<file path="src/rtl/sector_load_pkg.sv">
package sector_load_pkg;

    localparam int SECT_W       = 10;
    localparam int OFFS_W       = 8;
    localparam int ADDR_W       = SECT_W + OFFS_W;
    localparam int BYTE_W       = 8;
    localparam int WORD_W       = 2 * BYTE_W;
    localparam int SECTOR_BYTES = 1 << OFFS_W;

    typedef enum logic [1:0] {
        PH_IDLE = 2'd0,
        PH_LOAD = 2'd1,
        PH_PROG = 2'd2
    } phase_e;

    typedef struct packed {
        logic [SECT_W-1:0] sector;
        logic [OFFS_W-1:0] offs;
        logic              word;
        logic [WORD_W-1:0] data;
    } wr_evt_t;

    // Does a write at offs (byte or word) cover buffer lane idx?
    function automatic logic lane_hit(input logic [OFFS_W-1:0] offs,
                                      input logic              word,
                                      input logic [OFFS_W-1:0] idx);
        if (word) return offs[OFFS_W-1:1] == idx[OFFS_W-1:1];
        return offs == idx;
    endfunction

    // Which data byte feeds a lane: upper byte only for odd lanes in word mode.
    function automatic logic [BYTE_W-1:0] lane_byte(input logic [WORD_W-1:0] data,
                                                    input logic              word,
                                                    input logic              odd);
        return (word && odd) ? data[WORD_W-1:BYTE_W] : data[BYTE_W-1:0];
    endfunction

endpackage

</file>
<file path="src/rtl/strobe_qual.sv">
module strobe_qual
    import sector_load_pkg::*;
#(
    parameter int MIN_PULSE = 3
) (
    input  logic              clk,
    input  logic              rst,
    input  logic              ce_n,
    input  logic              we_n,
    input  logic [ADDR_W-1:0] addr,
    input  logic [WORD_W-1:0] wdata,
    input  logic              word_mode,
    output logic              strobe_act,
    output wr_evt_t           evt,
    output logic              evt_valid
);
    localparam int CNT_W = $clog2(MIN_PULSE + 1);

    logic              act, act_q;
    logic [CNT_W-1:0]  width_q;
    logic [SECT_W-1:0] sector_q;
    logic [OFFS_W-1:0] offs_q;
    logic              word_q;

    assign act        = !ce_n && !we_n;
    assign strobe_act = act;

    always_ff @(posedge clk) begin
        if (rst) begin
            act_q     <= 1'b0;
            width_q   <= '0;
            sector_q  <= '0;
            offs_q    <= '0;
            word_q    <= 1'b0;
            evt       <= '0;
            evt_valid <= 1'b0;
        end else begin
            act_q     <= act;
            evt_valid <= 1'b0;
            if (act && !act_q) begin
                // later of the two falling strobes: latch address and mode
                width_q  <= CNT_W'(1);
                sector_q <= addr[ADDR_W-1:OFFS_W];
                offs_q   <= addr[OFFS_W-1:0];
                word_q   <= word_mode;
            end else if (act && width_q < CNT_W'(MIN_PULSE)) begin
                width_q <= width_q + CNT_W'(1);
            end
            if (!act && act_q) begin
                // first rising strobe: latch data, qualify by width
                evt_valid <= (width_q >= CNT_W'(MIN_PULSE));
                evt       <= {sector_q, offs_q, word_q, wdata};
            end
        end
    end

endmodule

</file>
<file path="src/rtl/load_timer.sv">
module load_timer #(
    parameter int LOAD_WIN = 30000
) (
    input  logic clk,
    input  logic rst,
    input  logic start,
    input  logic run,
    input  logic hold,
    output logic expire
);
    localparam int CNT_W = $clog2(LOAD_WIN + 1);

    logic [CNT_W-1:0] cnt_q;

    always_ff @(posedge clk) begin
        if (rst)                                  cnt_q <= '0;
        else if (start)                           cnt_q <= CNT_W'(LOAD_WIN);
        else if (run && !hold && cnt_q != '0)     cnt_q <= cnt_q - CNT_W'(1);
    end

    assign expire = run && !hold && !start && (cnt_q == CNT_W'(1));

endmodule

</file>
<file path="src/rtl/sector_buf.sv">
module sector_buf
    import sector_load_pkg::*;
(
    input  logic                    clk,
    input  logic                    rst,
    input  logic                    clr,
    input  logic                    wr,
    input  logic [OFFS_W-1:0]       offs,
    input  logic                    word,
    input  logic [WORD_W-1:0]       data,
    input  logic [OFFS_W-1:0]       rd_offs,
    output logic [BYTE_W-1:0]       rd_byte,
    output logic                    rd_loaded,
    output logic [SECTOR_BYTES-1:0] loaded_vec
);
    logic [BYTE_W-1:0]       mem_q  [SECTOR_BYTES];
    logic [BYTE_W-1:0]       lane_d [SECTOR_BYTES];
    logic [SECTOR_BYTES-1:0] hit_v;
    logic [SECTOR_BYTES-1:0] valid_q;

    for (genvar i = 0; i < SECTOR_BYTES; i++) begin : g_lane
        localparam logic [OFFS_W-1:0] IDX = OFFS_W'(i);
        assign hit_v[i]  = wr && lane_hit(offs, word, IDX);
        assign lane_d[i] = lane_byte(data, word, IDX[0]);
    end

    // contents are not reset: bytes never loaded carry no meaning
    always_ff @(posedge clk) begin
        for (int i = 0; i < SECTOR_BYTES; i++) begin
            if (hit_v[i]) mem_q[i] <= lane_d[i];
        end
    end

    always_ff @(posedge clk) begin
        if (rst)      valid_q <= '0;
        else if (clr) valid_q <= hit_v;
        else          valid_q <= valid_q | hit_v;
    end

    assign rd_byte    = mem_q[rd_offs];
    assign rd_loaded  = valid_q[rd_offs];
    assign loaded_vec = valid_q;

endmodule

</file>
<file path="src/rtl/sector_load_ctrl.sv">
module sector_load_ctrl
    import sector_load_pkg::*;
#(
    parameter int          MIN_PULSE   = 3,
    parameter int          LOAD_WIN    = 30000,
    parameter int          PROG_CYC    = 2000000,
    parameter logic [7:0]  STATUS_BYTE = 8'h80
) (
    input  logic              clk,
    input  logic              rst,
    input  logic              ce_n,
    input  logic              we_n,
    input  logic [ADDR_W-1:0] addr,
    input  logic [WORD_W-1:0] wdata,
    input  logic              word_mode,
    input  logic              wp,
    input  logic              low_supply,
    input  logic [OFFS_W-1:0] rd_offs,
    output logic [BYTE_W-1:0] rd_data,
    output logic              rd_loaded,
    output logic              busy,
    output logic              prog_start,
    output logic [SECT_W-1:0] prog_sector
);
    localparam int PCNT_W = $clog2(PROG_CYC + 1);

    phase_e                  phase_q;
    logic [SECT_W-1:0]       sector_q;
    logic [PCNT_W-1:0]       prog_cnt_q;
    logic                    strobe_act, evt_valid, accept, open_new, expire;
    wr_evt_t                 evt;
    logic [BYTE_W-1:0]       buf_byte;
    logic                    buf_loaded;
    logic [SECTOR_BYTES-1:0] loaded_vec;

    strobe_qual #(.MIN_PULSE(MIN_PULSE)) u_qual (
        .clk(clk), .rst(rst), .ce_n(ce_n), .we_n(we_n), .addr(addr),
        .wdata(wdata), .word_mode(word_mode), .strobe_act(strobe_act),
        .evt(evt), .evt_valid(evt_valid)
    );

    assign accept   = evt_valid && (phase_q != PH_PROG) && !wp && !low_supply;
    assign open_new = accept && (phase_q == PH_IDLE);

    load_timer #(.LOAD_WIN(LOAD_WIN)) u_timer (
        .clk(clk), .rst(rst), .start(accept), .run(phase_q == PH_LOAD),
        .hold(strobe_act), .expire(expire)
    );

    sector_buf u_buf (
        .clk(clk), .rst(rst), .clr(open_new), .wr(accept),
        .offs(evt.offs), .word(evt.word), .data(evt.data),
        .rd_offs(rd_offs), .rd_byte(buf_byte), .rd_loaded(buf_loaded),
        .loaded_vec(loaded_vec)
    );

    always_ff @(posedge clk) begin
        if (rst) begin
            phase_q    <= PH_IDLE;
            sector_q   <= '0;
            prog_cnt_q <= '0;
            prog_start <= 1'b0;
        end else begin
            prog_start <= 1'b0;
            unique case (phase_q)
                PH_IDLE: if (accept) begin
                    phase_q  <= PH_LOAD;
                    sector_q <= evt.sector;
                end
                PH_LOAD: if (expire) begin
                    phase_q    <= PH_PROG;
                    prog_cnt_q <= PCNT_W'(PROG_CYC);
                    prog_start <= 1'b1;
                end
                PH_PROG: begin
                    if (prog_cnt_q <= PCNT_W'(1)) phase_q <= PH_IDLE;
                    else                          prog_cnt_q <= prog_cnt_q - PCNT_W'(1);
                end
                default: phase_q <= PH_IDLE;
            endcase
        end
    end

    assign busy        = (phase_q == PH_PROG);
    assign rd_data     = busy ? STATUS_BYTE : buf_byte;
    assign rd_loaded   = !busy && buf_loaded;
    assign prog_sector = sector_q;

endmodule

</file>
<file path="config.mk">
export PLATFORM = sky130hd
export DESIGN_NAME = sector_load_ctrl
export DESIGN_NICKNAME = d
export VERILOG_FILES = /design/src/rtl/sector_load_pkg.sv /design/src/rtl/strobe_qual.sv /design/src/rtl/load_timer.sv /design/src/rtl/sector_buf.sv /design/src/rtl/sector_load_ctrl.sv
export SDC_FILE = /design/constraint.sdc
export NUM_CORES = 2
export LEC_CHECK = 0
export ABC_AREA = 1
export BUFFER_PORTS_ARGS = -buffer_cell sky130_fd_sc_hd__buf_2
export CELL_PAD_IN_SITES_DETAIL_PLACEMENT = 1
export CELL_PAD_IN_SITES_GLOBAL_PLACEMENT = 2
export CORE_MARGIN = 5
export CORE_UTILIZATION = 37
export DETAILED_ROUTE_END_ITERATION = 6
export PLACE_DENSITY_LB_ADDON = 0.1
export SYNTH_ARGS = -nofsm -noshare
export SYNTH_HDL_FRONTEND = slang
export SYNTH_SLANG_ARGS = --single-unit
</file>
<file path="constraint.sdc">
create_clock -name clk -period 11.5 [get_ports clk]
set_input_delay 1.725 -clock clk [delete_from_list [all_inputs] [get_ports clk]]
set_output_delay 1.725 -clock clk [all_outputs]
set_load 0.01 [all_outputs]
</file>
Yosys cells after proc, flatten, opt, wreduce, memory -nomap -nowiden
Memories as Yosys holds them, arrays and structs flattened.
Index checks and enable logic that the tools add are counted.
{"block": "totals", "reg_bits": 363, "ramBits": 2048, "input_bits": 49, "out_inout_bits": 21, "elab_cells": 2640, "n_memories": 1}
{"memory": "u_buf.mem_q", "words": 256, "word_bits": 8, "read_ports": 1, "rd_clocked_by_memory_dff": 0, "wr": 2, "line": "sector_buf.sv:16", "rtl": "logic [BYTE_W-1:0] mem_q [SECTOR_BYTES];"}
{"block": "classes", "addsub": 3, "n_lt_le_gt_ge": 4, "eq_ne": 390, "mux": 1676, "bitwise_logic": 3, "reduce_logical": 545}
{"operator": "$mux W8", "n": 510}
{"operator": "$reduce_or A8 Y1", "n": 254}
{"operator": "$mux W1", "n": 1155}
{"operator": "$eq A8 B8 Y1 const B", "n": 128}
{"operator": "$eq A8 B7 Y1 const B", "n": 64}
{"operator": "$eq A7 B7 Y1 const B", "n": 64}
{"operator": "$logic_and A1 B1 Y1", "n": 269}
{"operator": "$eq A8 B6 Y1 const B", "n": 32}
{"operator": "$mux W256", "n": 1}
{"operator": "$or A256 B256 Y256", "n": 1}
{"operator": "$eq A7 B6 Y1 const B", "n": 32}
{"operator": "$eq A8 B5 Y1 const B", "n": 16}
{"operator": "$eq A7 B5 Y1 const B", "n": 16}
{"operator": "$eq A8 B4 Y1 const B", "n": 8}
{"operator": "$eq A7 B4 Y1 const B", "n": 8}
{"operator": "$mux W21", "n": 2}
{"operator": "$pmux W21 S2", "n": 1}
{"operator": "$eq A8 B3 Y1 const B", "n": 4}
{"operator": "$mux W15", "n": 2}
{"operator": "$eq A7 B3 Y1 const B", "n": 4}
{"operator": "$le A21 B1 Y1 const B", "n": 1}
{"operator": "$sub A21 B1 Y21 const B", "n": 1}
{"operator": "$eq A8 B2 Y1 const B", "n": 2}
{"operator": "$eq A15 B1 Y1 const B", "n": 1}
{"operator": "other kinds (25)", "n": 45}

Depth between registers and ports, before layout
{"block": "depth", "word_depth": 135, "ltp_mapped": 15, "ltp_nobuf": 13}

Modules after synthesis
A second synthesis with hierarchy kept.
{"block": "hier_totals", "cells_unflattened": 9992, "hier_area_um2": 102423.2}
{"mod": "sector_buf", "instances": 1, "cells_per_inst": 9244, "area_each_um2": 97094.4}
{"mod": "sector_load_ctrl", "instances": 1, "cells_per_inst": 333, "area_each_um2": 2190.9}
{"mod": "strobe_qual", "instances": 1, "cells_per_inst": 258, "area_each_um2": 2103.3}
{"mod": "load_timer", "instances": 1, "cells_per_inst": 157, "area_each_um2": 1034.7}

Worst setup path after synthesis
OpenSTA, ideal clock, no wires.
{"block": "synth_timing", "path_type": "input -> output", "from": "in rd_offs[2]", "to": "out rd_data[2]", "t_arrival_ns": 3.179, "required_ns": 9.775, "setup_slack_ns": 6.596, "stages": 12, "cell_sequence": "buf_2 inv_2 clkbuf_1 clkbuf_1 nand3_1 nand3_1 nand3_1 nand3_1 nand3_1 nand3_1 nand2_1 nor2_1"}
{"block": "synth_via", "elab_chain_cells": 2}
{"element": "start: declaration", "line": "sector_load_ctrl.sv:18", "rtl": "input logic [OFFS_W-1:0] rd_offs,"}
{"element": "$mem_v2 Z256 W8"}
{"element": "$mux W8", "line": "sector_load_ctrl.sv:85", "rtl": "assign rd_data = busy ? STATUS_BYTE : buf_byte;"}
{"element": "end: declaration", "line": "sector_load_ctrl.sv:19", "rtl": "output logic [BYTE_W-1:0] rd_data,"}
Every way passes these cells.

Worst setup path after layout
{"block": "layout_timing", "from": "in rd_offs[1]", "to": "out rd_data[2]"}
Same word-level chain as after synthesis.

==> flow_metrics.env <==
export IMPL_synth_edf_count=2048
export IMPL_ant_nets=0
export IMPL_cts_sinks=2411
export IMPL_vias=76300
export IMPL_r2r_start="u_qual.evt[16]"
export IMPL_synthDistinctLibCells=36
export IMPL_core_area_mm2=0.273
export IMPL_min_delay_start="prog_sector[0]"
export IMPL_critPathMaxStageDelay_ns=0.87
export IMPL_detail_route_first_pass_iterations=5
export IMPL_worst_ep_required_time_ns=9.78
export IMPL_ff2ff_path_depth=5
export IMPL_r2r_end="u_buf.mem_q[219][6]"
export IMPL_drtIter0Drc=7038
export IMPL_slew_headroom=-0.00949
export IMPL_yosysWarnings=0
export IMPL_min_to="prog_sector[0]"
export IMPL_grt_overflow_total=0
export IMPL_cp_startpoint="rd_offs[1]"
export IMPL_cp_common_cell="nand3_1"
export IMPL_fin_setup_tns_ns=0
export IMPL_slew_violations=10
export IMPL_leakagePower_nw=39.7
export IMPL_antenna_found_initial=35
export IMPL_layout_commonest_cell="nand2_1"
export IMPL_cp_max_fo=115
export IMPL_fin_crit_sh=0.687
export IMPL_yosys_area_top_type="edfxtp_1"
export IMPL_p_per_area_mw_per_mm2=173
export IMPL_avgViaCountPerCell=5.63
export IMPL_fin_skew_ns=0.0331
export IMPL_synth_xor_area_share=0.00156
export IMPL_grt_max_degree=178
export IMPL_cts_resized=0
export IMPL_ios=70
export IMPL_cts_hold_buf=0
export IMPL_criticalPathCategory="input port to output pin"
export IMPL_clockBufferDepth=4
export IMPL_cts_clk_slew_worst_paths_ns=0.06
export IMPL_final_cell_mix="nand2_1 (2782), nand3_1 (2212), edfxtp_1 (2048), a21oi_1 (577), nor2_1 (545)"
export IMPL_syn_nets=9952
export IMPL_grt_pass1_wl_um=563000
export IMPL_maxCapViolations=1
export IMPL_root_buffer="clkbuf_16"
export IMPL_clk_latency_ns=0.89
export IMPL_hold_depth=2
export IMPL_gp_congestion=0.817
export IMPL_grt_use_total=0.268
export IMPL_grt_pass1_vias=76900
export IMPL_hold_path_class="flop to flop"
export IMPL_synth_compound_area_frac=0.0417
export IMPL_hold_violations=0
export IMPL_avgSynthCellArea_um2=10.2
export IMPL_status="complete, but fails checks"
export IMPL_area_delta_synth_final_pct=12.8
export IMPL_cp_end_kind="output pin"
export IMPL_ir_drop_v=0.000114
export IMPL_cts_tree="yes"
export IMPL_final_setup_viol_count=0
export IMPL_synth_cells=9897
export IMPL_r2r_slack_ns=7.02
export IMPL_drc=0
export IMPL_port_buffers=69
export IMPL_ys_flop_type="edfxtp_1"
export IMPL_ys_ff_latch=2411
export IMPL_worst_slew_pin_slew_ns=1.51
export IMPL_nNetsFinal=9781
export IMPL_crit_chain="buf_8, buf_12, buf_4, nand3_1, nand3_1, nand3_1, nand3_1, nand3_1, nand3_1, nand2_1, nor2_1, nor2_1, buf_2"
export IMPL_cp_start_kind="input port"
export IMPL_netlist_area_mm2=0.101
export IMPL_die_area_mm2=0.284
export IMPL_post_route_min_period_ns=7.90
export IMPL_fmax_ghz=0.127
export IMPL_die_w_um=533
export IMPL_rsz0062_at_grt="no"
export IMPL_yosys_top_cells_area="edfxtp_1 (61%), nand3_1 (11%), nand2_1 (10%)"
export IMPL_synthMuxAreaShare=0
export IMPL_htreeDepth=5
export IMPL_synth_fa_ha_area_frac=0.000741
export IMPL_ys_seq_area_frac=0.679
export IMPL_crit_slowest_cell="buf_4"
export IMPL_initial_utilization=0.371
export IMPL_rows=192
export IMPL_power_w=0.0198
export IMPL_violations="capacitance limit, slew limit"
export IMPL_utilization=0.419
export IMPL_die_h_um=533
export IMPL_async_reset_ff_frac=0
export IMPL_arrival_ns=6.17
export IMPL_synth_top_cell_area_share=0.607
export IMPL_numCtsBuffers=283
export IMPL_synth_top_family_by_area="simple AND/OR/NAND/NOR gates"
export IMPL_drt_wl_total_um=393000
export IMPL_synthSimpleGateAreaFrac=0.236
export IMPL_routedWlPerCell_um=29.0
export IMPL_post_cts_buffers=0
export IMPL_drive_gt1_frac=0.0687
export IMPL_dp_hpwl_um=217000
power breakdown:
group          total, W  internal [W]  switching [W]
Sequential      0.00950       0.00947      0.0000297
Combinational   0.00123      0.000252       0.000974
Clock           0.00905       0.00534        0.00371
Total            0.0198        0.0151        0.00471
worst max-delay path, delay by kind of cell:
| family | cells | cell delay (ns) |
|---|---|---|
| buffers and inverters | 4 | 2.19 |
| AND/OR/NAND/NOR | 9 | 1.83 |
layout make-up:
type                            instances  area [um^2]
Antenna cell                           12         30.0
Clock buffer                          395         7990
Clock inverter                        125         1250
Fill cell                           29600       159000
Inverter                              341         1310
Multi-Input combinational cell       6458        28500
Sequential cell                      2411        68800
Tap cell                             3589         4490
Timing Repair Buffer                  231         1940
per-stage QoR:
step                setup WS, ns  cells  instance area [um^2]  hold slack (ns)
global placement            3.55  13000                105000            0.433
CTS                         3.62  13600                114000            0.451
global route                3.56  13600                114000            0.477
finish                      3.60  13600                114000            0.444
floorplan                   6.60   9897                101000            0.441
detailed placement          3.63  13000                105000            0.441
synthesized netlist by cell type (4+ instances only):
| cell type | instances |
|---|---|
| o21ai_0 | 231 |
| inv_1 | 327 |
| nand2_1 | 2795 |
| clkbuf_1 | 319 |
| nor3_1 | 6 |
| buf_2 | 277 |
| nand4_1 | 6 |
| a21oi_1 | 577 |
| o21ai_1 | 7 |
| inv_2 | 5 |
| xnor2_1 | 5 |
| ha_1 | 6 |
| xor2_1 | 13 |
| buf_1 | 85 |
| nor4_1 | 5 |
| o22ai_1 | 16 |
| buf_4 | 4 |
| edfxtp_1 | 2048 |
| nor2_1 | 563 |
| nand3_1 | 2213 |
| clkinv_1 | 9 |
| dfxtp_1 | 363 |
kinds of logic after synthesis:
logic type,after synthesis
buf+inv,1028
fa+ha+maj,6
xor+xnor,18
simple gates,5598
compound gates,836
flops,2411
flip-flops by register name, summed over array words and instances, names as in the netlist:
name and flops:
phase_q 2, prog_cnt_q 21, prog_sector 10, prog_start 1, u_buf.loaded_vec 256, u_buf.mem_q 2048
u_qual.act_q 1, u_qual.evt 35, u_qual.evt_valid 1, u_qual.offs_q 8, u_qual.sector_q 10, u_qual.width_q 2
u_qual.word_q 1, u_timer.cnt_q 15
worst max path at each step:
| stage | end | slack [ns] | cells past startpoint |
|---|---|---|---|
| 3_3_place_gp | rd_data[2] | 3.55 | 14 |
| 2_1_floorplan | rd_data[2] | 6.60 | 12 |
| 6_report | rd_data[2] | 3.60 | 13 |
| 5_1_grt | rd_data[2] | 3.56 | 13 |
| 3_5_place_dp | rd_data[2] | 3.63 | 14 |
| 4_1_cts | rd_data[2] | 3.62 | 14 |
layer usage:
| metal | track usage | wire, um |
|---|---|---|
| met1 | 0.386 | 178000 |
| met2 | 0.428 | 182000 |
| met3 | 0.0341 | 22900 |
| met4 | 0.0714 | 10400 |
| met5 | 0 | 61 |
Note: power is estimated with default switching activity, not from simulation.
